==> src/rtl/nic_pkg.sv <==
package nic_pkg;

    localparam int NSRC    = 15;
    localparam int NFLAG   = 16;
    localparam int NLVL    = 4;
    localparam int LVLW    = $clog2(NLVL);
    localparam int IDW     = $clog2(NSRC);
    localparam int VECW    = 16;
    localparam int CANW    = 8;
    localparam int SWW     = 16;
    localparam int VEC_BASE = 3;
    localparam int VEC_STEP_SH = 3;

    localparam int SRC_CAN   = 13;
    localparam int SRC_TOVF  = 14;
    localparam int FLG_ADC   = 10;
    localparam int FLG_OVF8  = 14;
    localparam int FLG_OVF16 = 15;
    localparam int GE_BIT    = 15;

    typedef logic [LVLW-1:0] level_t;

    typedef enum logic [1:0] {
        SEL_FLAGS   = 2'd0,
        SEL_ENABLE  = 2'd1,
        SEL_PRIO_LO = 2'd2,
        SEL_PRIO_HI = 2'd3
    } sw_sel_e;

    typedef struct packed {
        logic           valid;
        logic [IDW-1:0] id;
        level_t         lvl;
    } pick_t;

    // Flags software may set: all but the converter-done flag and the CAN mirror.
    function automatic logic [NFLAG-1:0] sw_set_mask();
        logic [NFLAG-1:0] m;
        for (int i = 0; i < NFLAG; i++)
            m[i] = (i != FLG_ADC) && (i != SRC_CAN);
        return m;
    endfunction

    // Flags software may clear: all but the CAN mirror.
    function automatic logic [NFLAG-1:0] sw_clr_mask();
        logic [NFLAG-1:0] m;
        for (int i = 0; i < NFLAG; i++)
            m[i] = (i != SRC_CAN);
        return m;
    endfunction

    function automatic logic [VECW-1:0] vec_of(logic [IDW-1:0] id);
        return VECW'(VEC_BASE) + (VECW'(id) << VEC_STEP_SH);
    endfunction

endpackage

==> src/rtl/nic_flags.sv <==
module nic_flags
    import nic_pkg::*;
(
    input  logic             clk,
    input  logic             rst,
    input  logic [NFLAG-1:0] hw_set,
    input  logic [NFLAG-1:0] hw_clr,
    input  logic [NFLAG-1:0] sw_set,
    input  logic [NFLAG-1:0] sw_clr,
    output logic [NFLAG-1:0] flags_q
);

    // Set sources dominate clears so that a coincident event is never lost.
    for (genvar i = 0; i < NFLAG; i++) begin : g_flag
        always_ff @(posedge clk) begin
            if (rst)
                flags_q[i] <= 1'b0;
            else
                flags_q[i] <= hw_set[i] | sw_set[i] |
                              (flags_q[i] & ~sw_clr[i] & ~hw_clr[i]);
        end
    end

endmodule

==> src/rtl/nic_arbiter.sv <==
module nic_arbiter
    import nic_pkg::*;
(
    input  logic [NSRC-1:0] req,
    input  logic [NSRC-1:0] en,
    input  logic            ge,
    input  logic [NSRC-1:0] prio_lo,
    input  logic [NSRC-1:0] prio_hi,
    input  logic            thr_any,
    input  level_t          thr_lvl,
    output pick_t           pick
);

    level_t lvl;

    // Scan from the top index down; ">=" lets a lower index take a tie.
    always_comb begin
        pick = '0;
        lvl  = '0;
        for (int i = NSRC - 1; i >= 0; i--) begin
            lvl = {prio_hi[i], prio_lo[i]};
            if (req[i] && en[i] && ge && (!thr_any || lvl > thr_lvl)) begin
                if (!pick.valid || lvl >= pick.lvl) begin
                    pick.valid = 1'b1;
                    pick.id    = IDW'(i);
                    pick.lvl   = lvl;
                end
            end
        end
    end

endmodule

==> src/rtl/nic_inservice.sv <==
module nic_inservice
    import nic_pkg::*;
(
    input  logic            clk,
    input  logic            rst,
    input  logic            push,
    input  level_t          push_lvl,
    input  logic            pop,
    output logic [NLVL-1:0] mask_q,
    output logic            any,
    output level_t          top
);

    logic [NLVL-1:0] after_pop;

    always_comb begin
        top = '0;
        for (int l = 0; l < NLVL; l++)
            if (mask_q[l]) top = level_t'(l);
    end

    assign any = |mask_q;

    always_comb begin
        after_pop = mask_q;
        if (pop && any)
            after_pop[top] = 1'b0;
    end

    always_ff @(posedge clk) begin
        if (rst)
            mask_q <= '0;
        else if (push)
            mask_q <= after_pop | (NLVL'(1) << push_lvl);
        else
            mask_q <= after_pop;
    end

endmodule

==> src/rtl/nic_top.sv <==
module nic_top
    import nic_pkg::*;
(
    input  logic            clk,
    input  logic            rst,
    input  logic [NSRC-1:0] hw_evt,
    input  logic [CANW-1:0] can_status,
    input  logic            sw_wr,
    input  logic [1:0]      sw_sel,
    input  logic [SWW-1:0]  sw_wdata,
    output logic [SWW-1:0]  sw_rdata,
    output logic            irq_req,
    output logic [IDW-1:0]  irq_id,
    output logic [VECW-1:0] irq_vec,
    input  logic            irq_ack,
    input  logic            irq_reti
);

    localparam logic [NFLAG-1:0] SET_OK = sw_set_mask();
    localparam logic [NFLAG-1:0] CLR_OK = sw_clr_mask();

    sw_sel_e          sel;
    logic             can_nz;
    logic             wr_flags;
    logic [NFLAG-1:0] hw_set, hw_clr, sw_set, sw_clr, flags_q;
    logic [SWW-1:0]   en_q;
    logic [NSRC-1:0]  plo_q, phi_q;
    logic [NSRC-1:0]  src_req;
    logic [NLVL-1:0]  isr_mask;
    logic             isr_any;
    level_t           isr_top;
    pick_t            pick, req_q;
    logic             take;

    assign sel      = sw_sel_e'(sw_sel);
    assign can_nz   = |can_status;
    assign wr_flags = sw_wr && (sel == SEL_FLAGS);

    // Event bit 13 is the 16-bit overflow; the CAN flag mirrors its status.
    always_comb begin
        hw_set = '0;
        hw_clr = '0;
        for (int i = 0; i < NSRC; i++)
            if (i != SRC_CAN) hw_set[i] = hw_evt[i];
        hw_set[FLG_OVF16] = hw_evt[SRC_CAN];
        hw_set[SRC_CAN]   = can_nz;
        hw_clr[SRC_CAN]   = ~can_nz;
    end

    assign sw_set = wr_flags ? (sw_wdata  & SET_OK) : '0;
    assign sw_clr = wr_flags ? (~sw_wdata & CLR_OK) : '0;

    nic_flags u_flags (
        .clk     (clk),
        .rst     (rst),
        .hw_set  (hw_set),
        .hw_clr  (hw_clr),
        .sw_set  (sw_set),
        .sw_clr  (sw_clr),
        .flags_q (flags_q)
    );

    always_ff @(posedge clk) begin
        if (rst) begin
            en_q  <= '0;
            plo_q <= '0;
            phi_q <= '0;
        end else if (sw_wr) begin
            case (sel)
                SEL_ENABLE:  en_q  <= sw_wdata;
                SEL_PRIO_LO: plo_q <= sw_wdata[NSRC-1:0];
                SEL_PRIO_HI: phi_q <= sw_wdata[NSRC-1:0];
                default: ;
            endcase
        end
    end

    always_comb begin
        case (sel)
            SEL_FLAGS:   sw_rdata = flags_q;
            SEL_ENABLE:  sw_rdata = en_q;
            SEL_PRIO_LO: sw_rdata = {{(SWW-NSRC){1'b0}}, plo_q};
            default:     sw_rdata = {{(SWW-NSRC){1'b0}}, phi_q};
        endcase
    end

    // Source 14 merges both overflow flags.
    always_comb begin
        src_req = flags_q[NSRC-1:0];
        src_req[SRC_TOVF] = flags_q[FLG_OVF8] | flags_q[FLG_OVF16];
    end

    nic_arbiter u_arb (
        .req     (src_req),
        .en      (en_q[NSRC-1:0]),
        .ge      (en_q[GE_BIT]),
        .prio_lo (plo_q),
        .prio_hi (phi_q),
        .thr_any (isr_any),
        .thr_lvl (isr_top),
        .pick    (pick)
    );

    assign take = req_q.valid && irq_ack;

    nic_inservice u_isr (
        .clk      (clk),
        .rst      (rst),
        .push     (take),
        .push_lvl (req_q.lvl),
        .pop      (irq_reti),
        .mask_q   (isr_mask),
        .any      (isr_any),
        .top      (isr_top)
    );

    // Winner is captured once and held until the core accepts it.
    always_ff @(posedge clk) begin
        if (rst)
            req_q <= '0;
        else if (req_q.valid) begin
            if (irq_ack) req_q <= '0;
        end else if (pick.valid)
            req_q <= pick;
    end

    assign irq_req = req_q.valid;
    assign irq_id  = req_q.id;
    assign irq_vec = vec_of(req_q.id);

endmodule

==> config.mk <==
export PLATFORM = sky130hd
export DESIGN_NAME = nic_top
export DESIGN_NICKNAME = d
export VERILOG_FILES = /design/src/rtl/nic_pkg.sv /design/src/rtl/nic_flags.sv /design/src/rtl/nic_arbiter.sv /design/src/rtl/nic_inservice.sv /design/src/rtl/nic_top.sv
export SDC_FILE = /design/constraint.sdc
export NUM_CORES = 1
export LEC_CHECK = 0
export BUFFER_PORTS_ARGS = -buffer_cell sky130_fd_sc_hd__buf_2
export CORE_AREA = 2 2 108 110
export CTS_BUF_LIST = sky130_fd_sc_hd__clkbuf_4 sky130_fd_sc_hd__clkbuf_8
export CTS_CLUSTER_DIAMETER = 100
export DETAILED_ROUTE_END_ITERATION = 6
export DIE_AREA = 0 0 110 112
export PLACE_DENSITY = 0.71
export SLEW_MARGIN = 15
export SYNTH_ARGS = -nofsm -noshare
export SYNTH_HDL_FRONTEND = slang
export SYNTH_SLANG_ARGS = --single-unit
export TNS_END_PERCENT = 1
==> constraint.sdc <==
create_clock -name clk -period 53.7 [get_ports clk]
set_clock_uncertainty 0.1 [all_clocks]
set_input_delay 0 -clock clk [delete_from_list [all_inputs] [get_ports clk]]
set_output_delay 0 -clock clk [all_outputs]
set_load 0.005 [all_outputs]
Yosys cells after proc, flatten, opt, wreduce, memory -nomap -nowiden
Index checks and enable logic that the tools add are counted.
{"block": "totals", "reg_bits": 73, "word_cells": 273, "output_inout_bits": 37}
{"block": "op_classes", "shift": 1, "n_reduce_logical": 101, "mux": 42, "n_addsub": 1, "n_eq_ne": 4, "bitwise": 70, "order_cmp": 31}
{"cell": "2-to-1 mux 7 bit", "n": 32}
{"cell": "logical AND 1 bit", "n": 49}
{"cell": "one-hot mux 16 bit (3 select lines)", "n": 1}
{"cell": "OR 1 bit", "n": 33}
{"cell": "2-to-1 mux 16 bit", "n": 2}
{"cell": "> comparator 2 bit", "n": 15}
{"cell": "logical OR 1 bit", "n": 29}
{"cell": "greater-or-equal comparator 2 bit", "n": 14}
{"cell": "AND 1 bit", "n": 17}
{"cell": "inverter 1 bit", "n": 16}
{"cell": "inverter 16 bit", "n": 1}
{"cell": "zero test 1 bit", "n": 15}
{"cell": "adder 2 x 7 -> 8 bit (first input constant)", "n": 1}
{"cell": "2-to-1 mux 4 bit", "n": 2}
{"cell": "AND reduction 2 bit", "n": 4}
{"cell": "OR reduction 8 bit", "n": 1}
{"cell": "AND 4 bit", "n": 1}
{"cell": "== test 2 bit (second input constant)", "n": 2}
{"cell": "2-to-1 mux 2 bit", "n": 2}
{"cell": "inverter 4 bit", "n": 1}
{"cell": "OR 4 bit", "n": 1}
{"cell": "OR reduction 4 bit", "n": 1}
{"cell": "left shift 1 x 2 -> 4 bit (first input constant)", "n": 1}
{"cell": "less-than comparator 2 x 3 -> 1 bit (second input constant)", "n": 1}
{"cell": "other kinds (7)", "n": 8}

Depth between registers and ports, before layout
Gate-level depths: netlist of run 1.
{"block": "depth", "depth_word": 65, "ltp_mapped": 94}

Modules after synthesis
From an unflattened synthesis of run 1, not the netlist that was laid out.
{"block": "hier_totals", "cells_unflattened": 687, "area_unflattened_um2": 6200.9}
{"module": "nic_top", "cells_each": 284, "n_inst": 1, "area_per_inst_um2": 2965.3}
{"module": "nic_arbiter", "cells_each": 316, "n_inst": 1, "area_per_inst_um2": 2441.1}
{"module": "nic_flags", "cells_each": 66, "n_inst": 1, "area_per_inst_um2": 610.6}
{"module": "nic_inservice", "cells_each": 21, "n_inst": 1, "area_per_inst_um2": 183.9}

Least setup slack after synthesis of run 1
Ideal clock, no wire load.
{"block": "synth_path", "kind": "register to register", "startpoint": "register u_isr.mask_q[3]", "endpoint": "register req_q[0] in the netlist's numbering", "path_slack_ns": 35.955, "required_time_ns": 53.465, "stages_incl_launch_ff": 92, "arrival_ns": 17.510, "cell_sequence": "dfxtp_1 -> nor2_1 -> ha_1 -> nor2b_1 -> o21ai_0 -> a211oi_1 -> ha_1 -> nand2b_1 -> a211oi_1 -> a21boi_0 -> o211ai_1 -> and2_1 -> ha_1 -> a21boi_0 -> a311oi_2 -> nand2b_2 -> a31oi_2 -> ha_1 -> [56 not listed] -> o221ai_1 -> or2_2 -> a21bo_1 -> ha_1 -> nand2b_1 -> a21oi_1 -> o31ai_1 -> nand2_1 -> nand4_1 -> nand3_1 -> ha_1 -> nand2b_1 -> a21oi_1 -> nand2_1 -> and2_1 -> a32oi_1 -> a21o_1 -> a41oi_1"}
{"block": "synth_via", "elab_chain_len": 63, "elab_cells_between_ends": 123, "classes_between": "order compare (29); mux (32); reduce/logical (62)"}
{"element": "from (decl)", "line_no": "nic_inservice.sv:9", "text": "output logic [NLVL-1:0] mask_q,"}
{"element": "from (signal assigned)", "line_no": "nic_inservice.sv:34", "text": "mask_q <= after_pop | (NLVL'(1) << push_lvl);"}
{"element": "from (signal assigned)", "line_no": "nic_inservice.sv:36", "text": "mask_q <= after_pop;"}
{"element": "2-to-1 mux 2 bit or OR reduction 4 bit (tied branches)", "line_no": "nic_inservice.sv:19, nic_inservice.sv:22"}
{"element": "> comparator 2 bit or zero test 1 bit (tied branches)", "line_no": "nic_arbiter.sv:22", "text": "if (req[i] && en[i] && ge && (!thr_any || lvl > thr_lvl)) begin"}
{"element": "logical OR 1 bit", "line_no": "nic_arbiter.sv:22"}
{"element": "logical AND 1 bit", "line_no": "nic_arbiter.sv:22"}
{"element": "2-to-1 mux 7 bit", "line_no": "nic_arbiter.sv:22"}
{"element": "greater-or-equal comparator 2 bit or zero test 1 bit (tied branches)", "line_no": "nic_arbiter.sv:23", "text": "if (!pick.valid || lvl >= pick.lvl) begin"}
{"element": "logical OR 1 bit", "line_no": "nic_arbiter.sv:23"}
{"element": "2-to-1 mux 7 bit", "line_no": "nic_arbiter.sv:23"}
{"element": "[47 not listed]"}
{"element": "2-to-1 mux 7 bit", "line_no": "nic_arbiter.sv:23"}
{"element": "2-to-1 mux 7 bit", "line_no": "nic_arbiter.sv:22"}
{"element": "greater-or-equal comparator 2 bit or zero test 1 bit (tied branches)", "line_no": "nic_arbiter.sv:23"}
{"element": "logical OR 1 bit", "line_no": "nic_arbiter.sv:23"}
{"element": "2-to-1 mux 7 bit", "line_no": "nic_arbiter.sv:23"}
{"element": "2-to-1 mux 7 bit *", "line_no": "nic_arbiter.sv:22"}
{"element": "2-to-1 mux 7 bit or nonzero test 2 bit (tied branches)"}
{"element": "2-to-1 mux 7 bit or AND reduction 2 bit (tied branches)"}
{"element": "to (signal assigned)", "line_no": "nic_top.sv:124", "text": "req_q <= pick;"}
{"element": "to (decl)", "line_no": "nic_top.sv:32", "text": "pick_t pick, req_q;"}
Every way passes the cells marked *; elsewhere a longest branch is shown, timed or not. The select of a mux whose other input is x is not followed.
A chain may end at the register's enable or synchronous reset.

Worst setup path after layout of run 1
{"block": "layout_path", "startpoint": "register u_isr.mask_q[1]", "endpoint": "register req_q[0] in the netlist's numbering"}
{"block": "layout_via", "elab_chain_len": 65, "elab_cells_between_ends": 125, "classes_between": "order compare (29); mux (34); reduce/logical (62)"}
{"element": "2-to-1 mux 1 bit", "line_no": "nic_inservice.sv:19", "text": "if (mask_q[l]) top = level_t'(l);"}
{"element": "2-to-1 mux 2 bit (2 in series)", "line_no": "nic_inservice.sv:19"}
{"element": "> comparator 2 bit", "line_no": "nic_arbiter.sv:22"}
{"element": "logical OR 1 bit", "line_no": "nic_arbiter.sv:22"}
{"element": "logical AND 1 bit", "line_no": "nic_arbiter.sv:22"}
{"element": "2-to-1 mux 7 bit", "line_no": "nic_arbiter.sv:22"}
{"element": "greater-or-equal comparator 2 bit or zero test 1 bit (tied branches)", "line_no": "nic_arbiter.sv:23"}
{"element": "logical OR 1 bit", "line_no": "nic_arbiter.sv:23"}
{"element": "[48 not listed]"}
{"element": "2-to-1 mux 7 bit", "line_no": "nic_arbiter.sv:23"}
{"element": "2-to-1 mux 7 bit", "line_no": "nic_arbiter.sv:22"}
{"element": "greater-or-equal comparator 2 bit or zero test 1 bit (tied branches)", "line_no": "nic_arbiter.sv:23"}
{"element": "logical OR 1 bit", "line_no": "nic_arbiter.sv:23"}
{"element": "2-to-1 mux 7 bit", "line_no": "nic_arbiter.sv:23"}
{"element": "2-to-1 mux 7 bit *", "line_no": "nic_arbiter.sv:22"}
{"element": "2-to-1 mux 7 bit or nonzero test 2 bit (tied branches)"}
{"element": "2-to-1 mux 7 bit or AND reduction 2 bit (tied branches)"}
Marks and branches as above.

==> results.md, run 1 <==
- Die area: 12300 um^2
- CP endpoint kind: flop
- Post-synth EDFFs: 0
- Layout cell share with drive strength beyond 1: 17.7%
- Die Ht: 112 um
- Share of power burned in registers: 46.7%
- Leading area contributor after synthesis: dfxtp_1
- Synth top area share: 26.6%
- Root buffer cell: clkbuf_8
- Maximum vdd drop: 0.0138 mV
- Initial antenna violation count: 0
- Reg2reg setup slack: 34.12 ns
- GRT Residual Overflow: 0
- Final ANT Viol Nets: 0
- Number of distinct library cells after synthesis: 76
- Crit Path Max Fanout: 16
- Synth Area in Simple Gates: 24.6%
- Crit start category: flop
- Total global-route track usage: 27.7%
- Largest family of logic cells by synthesized area: simple AND/OR/NAND/NOR gates
- Total power: 125 uW
- DRC: 0
- Pre-CTS setup slack: 34.40 ns
- Hold Path Class: in2reg
- Worst-margin pin slew: 0.969 ns
- Vias in the first global route: 5437
- Worst Hold Launch: sw_wr
- Fin. Hold Viols: 0
- Most frequent CP cell: ha_1
- Worst-skew pair later-pin latency: 0.37 ns
- CP required: 53.84 ns
- First drt pass iteration count: 5
- Status: finished, final reports clean
- Setup ws final: 34.12 ns
- Syn-to-layout area delta: 19.9%
- CTS buffer count: 9
- R2R cell count: 91
- Fmax: 51.1 MHz
- Slowest cell on crit path: a21o_2
- Dominant cells by area after synthesis: dfxtp_1 27%, ha_1 11%, nand2_1 9.4%
- Leakage power: 2.77 nW
- MaxCap Viol Count: 0
- Worst path top cell family by delay: compound AO/OA/AOI/OAI gates
- Fraction of registers with async set/reset: 0%
- Core area: 11200 um^2
- Max Root-Sink Buffers: 2
- Period utilization: 36.5%
- H-Tree Depth: 3
- Register area share after synthesis: 26.6%
- Top cells by count, synth: 138 x nand2_1, 74 x a21oi_1, 73 x dfxtp_1
- Global-route wire length before repair: 26.7 mm
- CTS tree: yes
- Fin crit period: 19.58 ns
- Final WL: 16.2 mm
- Post-synthesis compound-gate area fraction: 22.8%
- Total number of vias: 5437
- Critical R2R Capture: req_q[0]
- Endpoints failing setup: 0
- Adder-Cell Fraction of Synth Area: 12.0%
- Most frequently used flop master after synthesis: dfxtp_1
- Largest net degree at the start of global routing: 74
- Fin area: 6590 um^2
- Avg WL per Cell: 17.3 um
- Cells on Worst Hold Path: 5
- DPL Wire Length: 10.7 mm
- Initial Util: 49.2%
- Most common cell in the synthesized netlist: nand2_1
- Arr. time, crit path: 19.72 ns
- XOR/XNOR share of the synthesized area: 0%
- Fin nets: 886
- Synth Area per Inst: 7.98 um^2
- CP bufs+invs: 2
- Clock sinks: 73
- DRT iter0 DRCs: 410
- Seq cells post-synth: 73
- FP Rows: 39
- Setup tns final: 0 ns
- Worst-path clk slew: 0.08 ns
- Yosys synthesis warning count: 0
- Clock power share: 38.3%
- PostCTS Resize Cnt: 0
- Slowest Stage Delay on Critical Path: 0.48 ns
- Critical path type: reg2reg
- Post-synthesis mux area share: 7.60%
- Reg2Reg Launch Point: u_isr.mask_q[1]
- P per Cell Area: 18.9 nW/um^2
- Post-Synthesis Cell Area: 5500 um^2
- Part of the power in combinational logic: 14.9%
- Slew Viols, Final: 0
- RSZ-0062 raised after global routing: no
- Via/cell ratio: 5.80
- Mapped Cells: 689
- Sw Ratio: 26.4%
- Die X: 110 um
- Pint: 91.7 uW
- Net switching power: 32.9 uW
- Max-slew headroom: 35.3%
- Port bufs: 70
- Area after DPL: 5860 um^2
- Routability-driven placement congestion ratio: 0.931
- I/O pins: 83
- Hold path endpoint: plo_q[4]
- Diodes inserted: 0
-- state kept, by name, indices dropped and copies added (netlist names) --
signal           count
u_isr.mask_q         4
en_q                16
plo_q               15
u_flags.flags_q     16
irq_id               4
irq_req              1
req_q                2
phi_q               15
-- cells in the final DEF, fill, tap and decap left out, types with 3 or more instances in the layout --
master,synthesis,final
nand2_1,138,138
a21oi_1,74,74
dfxtp_1,73,73
buf_2,1,70
dlygate4sd3_1,0,52
ha_1,50,50
nor2_1,37,36
nor2b_1,32,32
nand3_1,24,24
inv_1,24,24
o21ai_0,23,23
a211oi_1,19,19
mux4_2,15,15
nand2b_1,14,14
conb_1,2,12
clkbuf_8,0,12
and2_1,7,7
o211ai_1,7,7
nor3_1,7,7
o21a_1,6,6
buf_4,21,6
and3_1,5,5
a21boi_0,5,5
o31ai_1,4,4
a21o_1,4,4
or2_2,4,4
a22oi_1,3,3
or3_1,3,3
o31a_1,3,3
mux2_4,3,3
-- final cells by class --
cell class,count,area (um^2)
Fill cell,1012,4580
Inverter,24,90.1
Sequential cell,73,1460
Timing Repair Buffer,128,916
Tap cell,143,179
Multi-Input combinational cell,554,3730
Clock buffer,14,180
Clock inverter,2,35.0
-- worst max-delay path by stage --
stage | slack, ns | start | end | depth (start not counted)
floorplan | 35.95 | u_isr.mask_q[3] | req_q[0] | 91
global placement | 35.23 | u_isr.mask_q[1] | irq_id[2] | 92
detailed placement | 34.40 | u_isr.mask_q[1] | req_q[0] | 91
CTS | 34.34 | u_isr.mask_q[1] | irq_id[2] | 92
global route | 32.73 | u_isr.mask_q[2] | irq_id[2] | 93
finish | 34.12 | u_isr.mask_q[1] | req_q[0] | 91
-- worst reg2reg max path: cells and delay by family, from the launching register on --
family	cells	cell delay, ns
buffers and inverters	2	0.18
AND/OR/NAND/NOR	35	5.54
flip-flops	1	0.45
AO/OA/AOI/OAI	32	6.67
multiplexers	5	1.63
adder cells (fa/ha/maj)	17	4.86
-- logic make-up (layout without fill, tap and decap cells) --
family	Yosys count	after routing
flip-flops	73	73
AND/OR/NAND/NOR	285	285
buffers and inverters	72	168
AO/OA/AOI/OAI	183	183
other	2	12
adder cells (fa/ha/maj)	53	53
multiplexers	21	21
-- power by group through the flow --
stage	registers (mW)	logic (mW)	clock network, mW
after floorplan	0.0587	0.0102	0
after global placement	0.0593	0.0145	0
after detailed placement	0.0594	0.0150	0
after CTS	0.0582	0.0183	0.0484
after global routing	0.0585	0.0206	0.0502
final	0.0582	0.0186	0.0478
-- stage by stage --
step           util (%)  hold WS, ns  cells
6_report           59.0        0.119    938
5_1_grt            59.0        0.121    938
4_1_cts            59.0       0.0812    938
3_5_place_dp       52.4        0.117    870
3_3_place_gp       52.4        0.104    870
2_1_floorplan         -       0.0174    699
-- repair_timing --
action	4_1_cts	5_1_grt
hold buffers	52	0
buffers inserted	0	0
endpoints found under the hold margin	70	0
setup endpoints to repair	0	0
-- layer usage --
metal  routed length, um  GRT usage (%)
met5                   0              0
met4                 434           12.7
met3                1020           4.57
met2                7970           44.5
met1                6770           36.0
(Power assumes the default switching activity.)
==> inputs of run 2 (changes only) <==
==> constraint.sdc (replaced) <==
create_clock -name clk -period 20 [get_ports clk]
set_clock_uncertainty 0.1 [all_clocks]
set_input_delay 0 -clock clk [delete_from_list [all_inputs] [get_ports clk]]
set_output_delay 0 -clock clk [all_outputs]
set_load 0.005 [all_outputs]
==> run 2 against run 1 <==
  * Sequential cell count did not move
  * Fmax is 3.8% higher
  * Routed wire length barely moved
  * Setup slack worse by 33 ns
  * Combinational power rose to 2.7 times the previous value
  * Highest routed layer unchanged
  * Core utilization up 0.65 points
  * Clock power rose to 2.6 times the previous value
  * Total power grew to 2.6 times the previous value
  * Worst hold slack improved by 0.0035 ns
  * Die area unchanged
  * Critical path depth increased by 1
  * Final area grew 1.1%
==> results.md, run 2 (synthesis gave the netlist of run 1 again) <==
- Pint: 241 uW
- CP endpoint kind: flop
- I/O pins: 83
- Net switching power: 88.1 uW
- Die X: 110 um
- Arr. time, crit path: 18.99 ns
- Fmax: 53.0 MHz
- Slew Viols, Final: 0
- Slowest Stage Delay on Critical Path: 0.43 ns
- CTS buffer count: 9
- Avg WL per Cell: 17.2 um
- Slowest cell on crit path: dfxtp_1
- DRC: 0
- Worst path top cell family by delay: compound AO/OA/AOI/OAI gates
- Die Ht: 112 um
- DRT iter0 DRCs: 391
- Worst-path clk slew: 0.08 ns
- Final core utilization: 59.6%
- Most frequent CP cell: ha_1
- CP bufs+invs: 3
- Clock power share: 37.2%
- Total global-route track usage: 27.1%
- Finished Layout Cells: 941
- Status: finished, final reports clean
- First drt pass iteration count: 7
- Total number of vias: 5510
- CTS tree: yes
- Leakage power: 2.78 nW
- P per Cell Area: 49.3 nW/um^2
- Period utilization: 94.3%
- MaxCap Viol Count: 0
- Worst-skew pair later-pin latency: 0.36 ns
- Part of the power in combinational logic: 15.2%
- Share of power burned in registers: 47.6%
- GRT Residual Overflow: 0
- Sw Ratio: 26.8%
- Most frequent cells in the layout: 137 x nand2_1, 74 x a21oi_1, 72 x dfxtp_1, 70 x buf_2, 52 x dlygate4sd3_1
- Initial Util: 49.2%
- Via/cell ratio: 5.86
- Routability-driven placement congestion ratio: 0.989
- Fin crit period: 18.86 ns
- Hold Path Class: in2reg
- Syn-to-layout area delta: 21.2%
- Port bufs: 70
- Setup tns final: 0 ns
- DPL Wire Length: 10.6 mm
- Vias in the first global route: 5187
- # fillers: 960
- Final ANT Viol Nets: 0
- Crit start category: flop
- Largest net degree at the start of global routing: 74
- Diodes inserted: 0
- H-Tree Depth: 3
- Critical path type: reg2reg
- Max-slew headroom: 33.1%
- FP Rows: 39
- Most common cell after layout, fill and taps aside: nand2_1
- Clock sinks: 73
- CP required: 20.13 ns
- Maximum vdd drop: 0.0439 mV
- Worst-margin pin slew: 1.00 ns
- Root buffer cell: clkbuf_8
- Die area: 12300 um^2
- Largest regs: en_q x16, u_flags.flags_q x16
- Fin. Hold Viols: 0
- Global-route wire length before repair: 25.9 mm
- Endpoints failing setup: 0
- Max Root-Sink Buffers: 2
- Hold WS: 0.122 ns
- Core area: 11200 um^2
- Layout cell share with drive strength beyond 1: 18.9%
- Fin nets: 889
- Initial antenna violation count: 0
- Crit Path Max Fanout: 16
- Placed cells: 871
- Final WL: 16.2 mm
-- run 2: changes by cell type in the layout (fill, tap and decap cells not counted), moves of 2 or more --
cell | previous run | this run
clkbuf_8 | 12 | 10
buf_4 | 6 | 9
a211oi_1 | 19 | 17
a211oi_2 | 2 | 4
-- run 2: path summary, 6_finish.rpt --
check | startpoint | to | slack (ns) | depth (start not counted)
min reg2reg | irq_id[1] | irq_id[1] | 0.37 | 2
max reg2reg | u_isr.mask_q[2] | req_q[0] | 1.14 | 92
min | sw_wr | plo_q[4] | 0.12 | 5
max | u_isr.mask_q[2] | req_q[0] | 1.14 | 92
-- run 2: worst register-to-register path, delay by kind of cell (launching register included) --
family	cells	cell delay [ns]
compound gates	32	6.52
simple gates	35	5.15
fa+ha+maj	17	4.68
mux	5	1.61
flops	1	0.43
buf+inv	3	0.26
-- run 2: timing repair --
action / CTS / global route
setup endpoints to repair: 0 / 6
endpoints found under the hold margin: 70 / 0
hold buffers: 52 / 0
setup buffers: 0 / 2
gates resized for setup: 0 / 13
-- run 2: through the flow --
stage	power, mW	cell area, um^2	setup WS [ns]
3_5_place_dp	0.200	5860	0.724
2_1_floorplan	0.185	5530	2.25
6_report	0.329	6660	1.14
5_1_grt	0.342	6660	-0.128
3_3_place_gp	0.198	5860	1.60
4_1_cts	0.328	6580	0.676
-- run 2: final cells by class --
type,instances,area [um^2],share of cell area [%]
flip-flops and latches,73,1460,21.9
clock buffers,13,160,2.40
repair buffers,131,938,14.1
multi-input cells,554,3790,56.9
clock inverters,3,40.0,0.601
inverters,24,90.1,1.35
well taps,143,179,2.68
-- run 2: routing by layer --
metal  wire [um]  track usage, %  vias up  share of wire (%)
li1            -               -     2639                  -
met1        6610            36.4     2576                 41
met2        7810            43.2      257                 48
met3        1320            3.75       38                8.2
met4         444            11.6        0                2.7
met5           0               0        -                  0
-- run 2: power by group through the flow --
stage | clock (mW) | sequential (mW) | combinational [mW]
floorplan | 0 | 0.158 | 0.0274
global placement | 0 | 0.159 | 0.0386
detailed placement | 0 | 0.160 | 0.0399
CTS | 0.123 | 0.156 | 0.0488
global route | 0.130 | 0.157 | 0.0553
finish | 0.122 | 0.156 | 0.0501
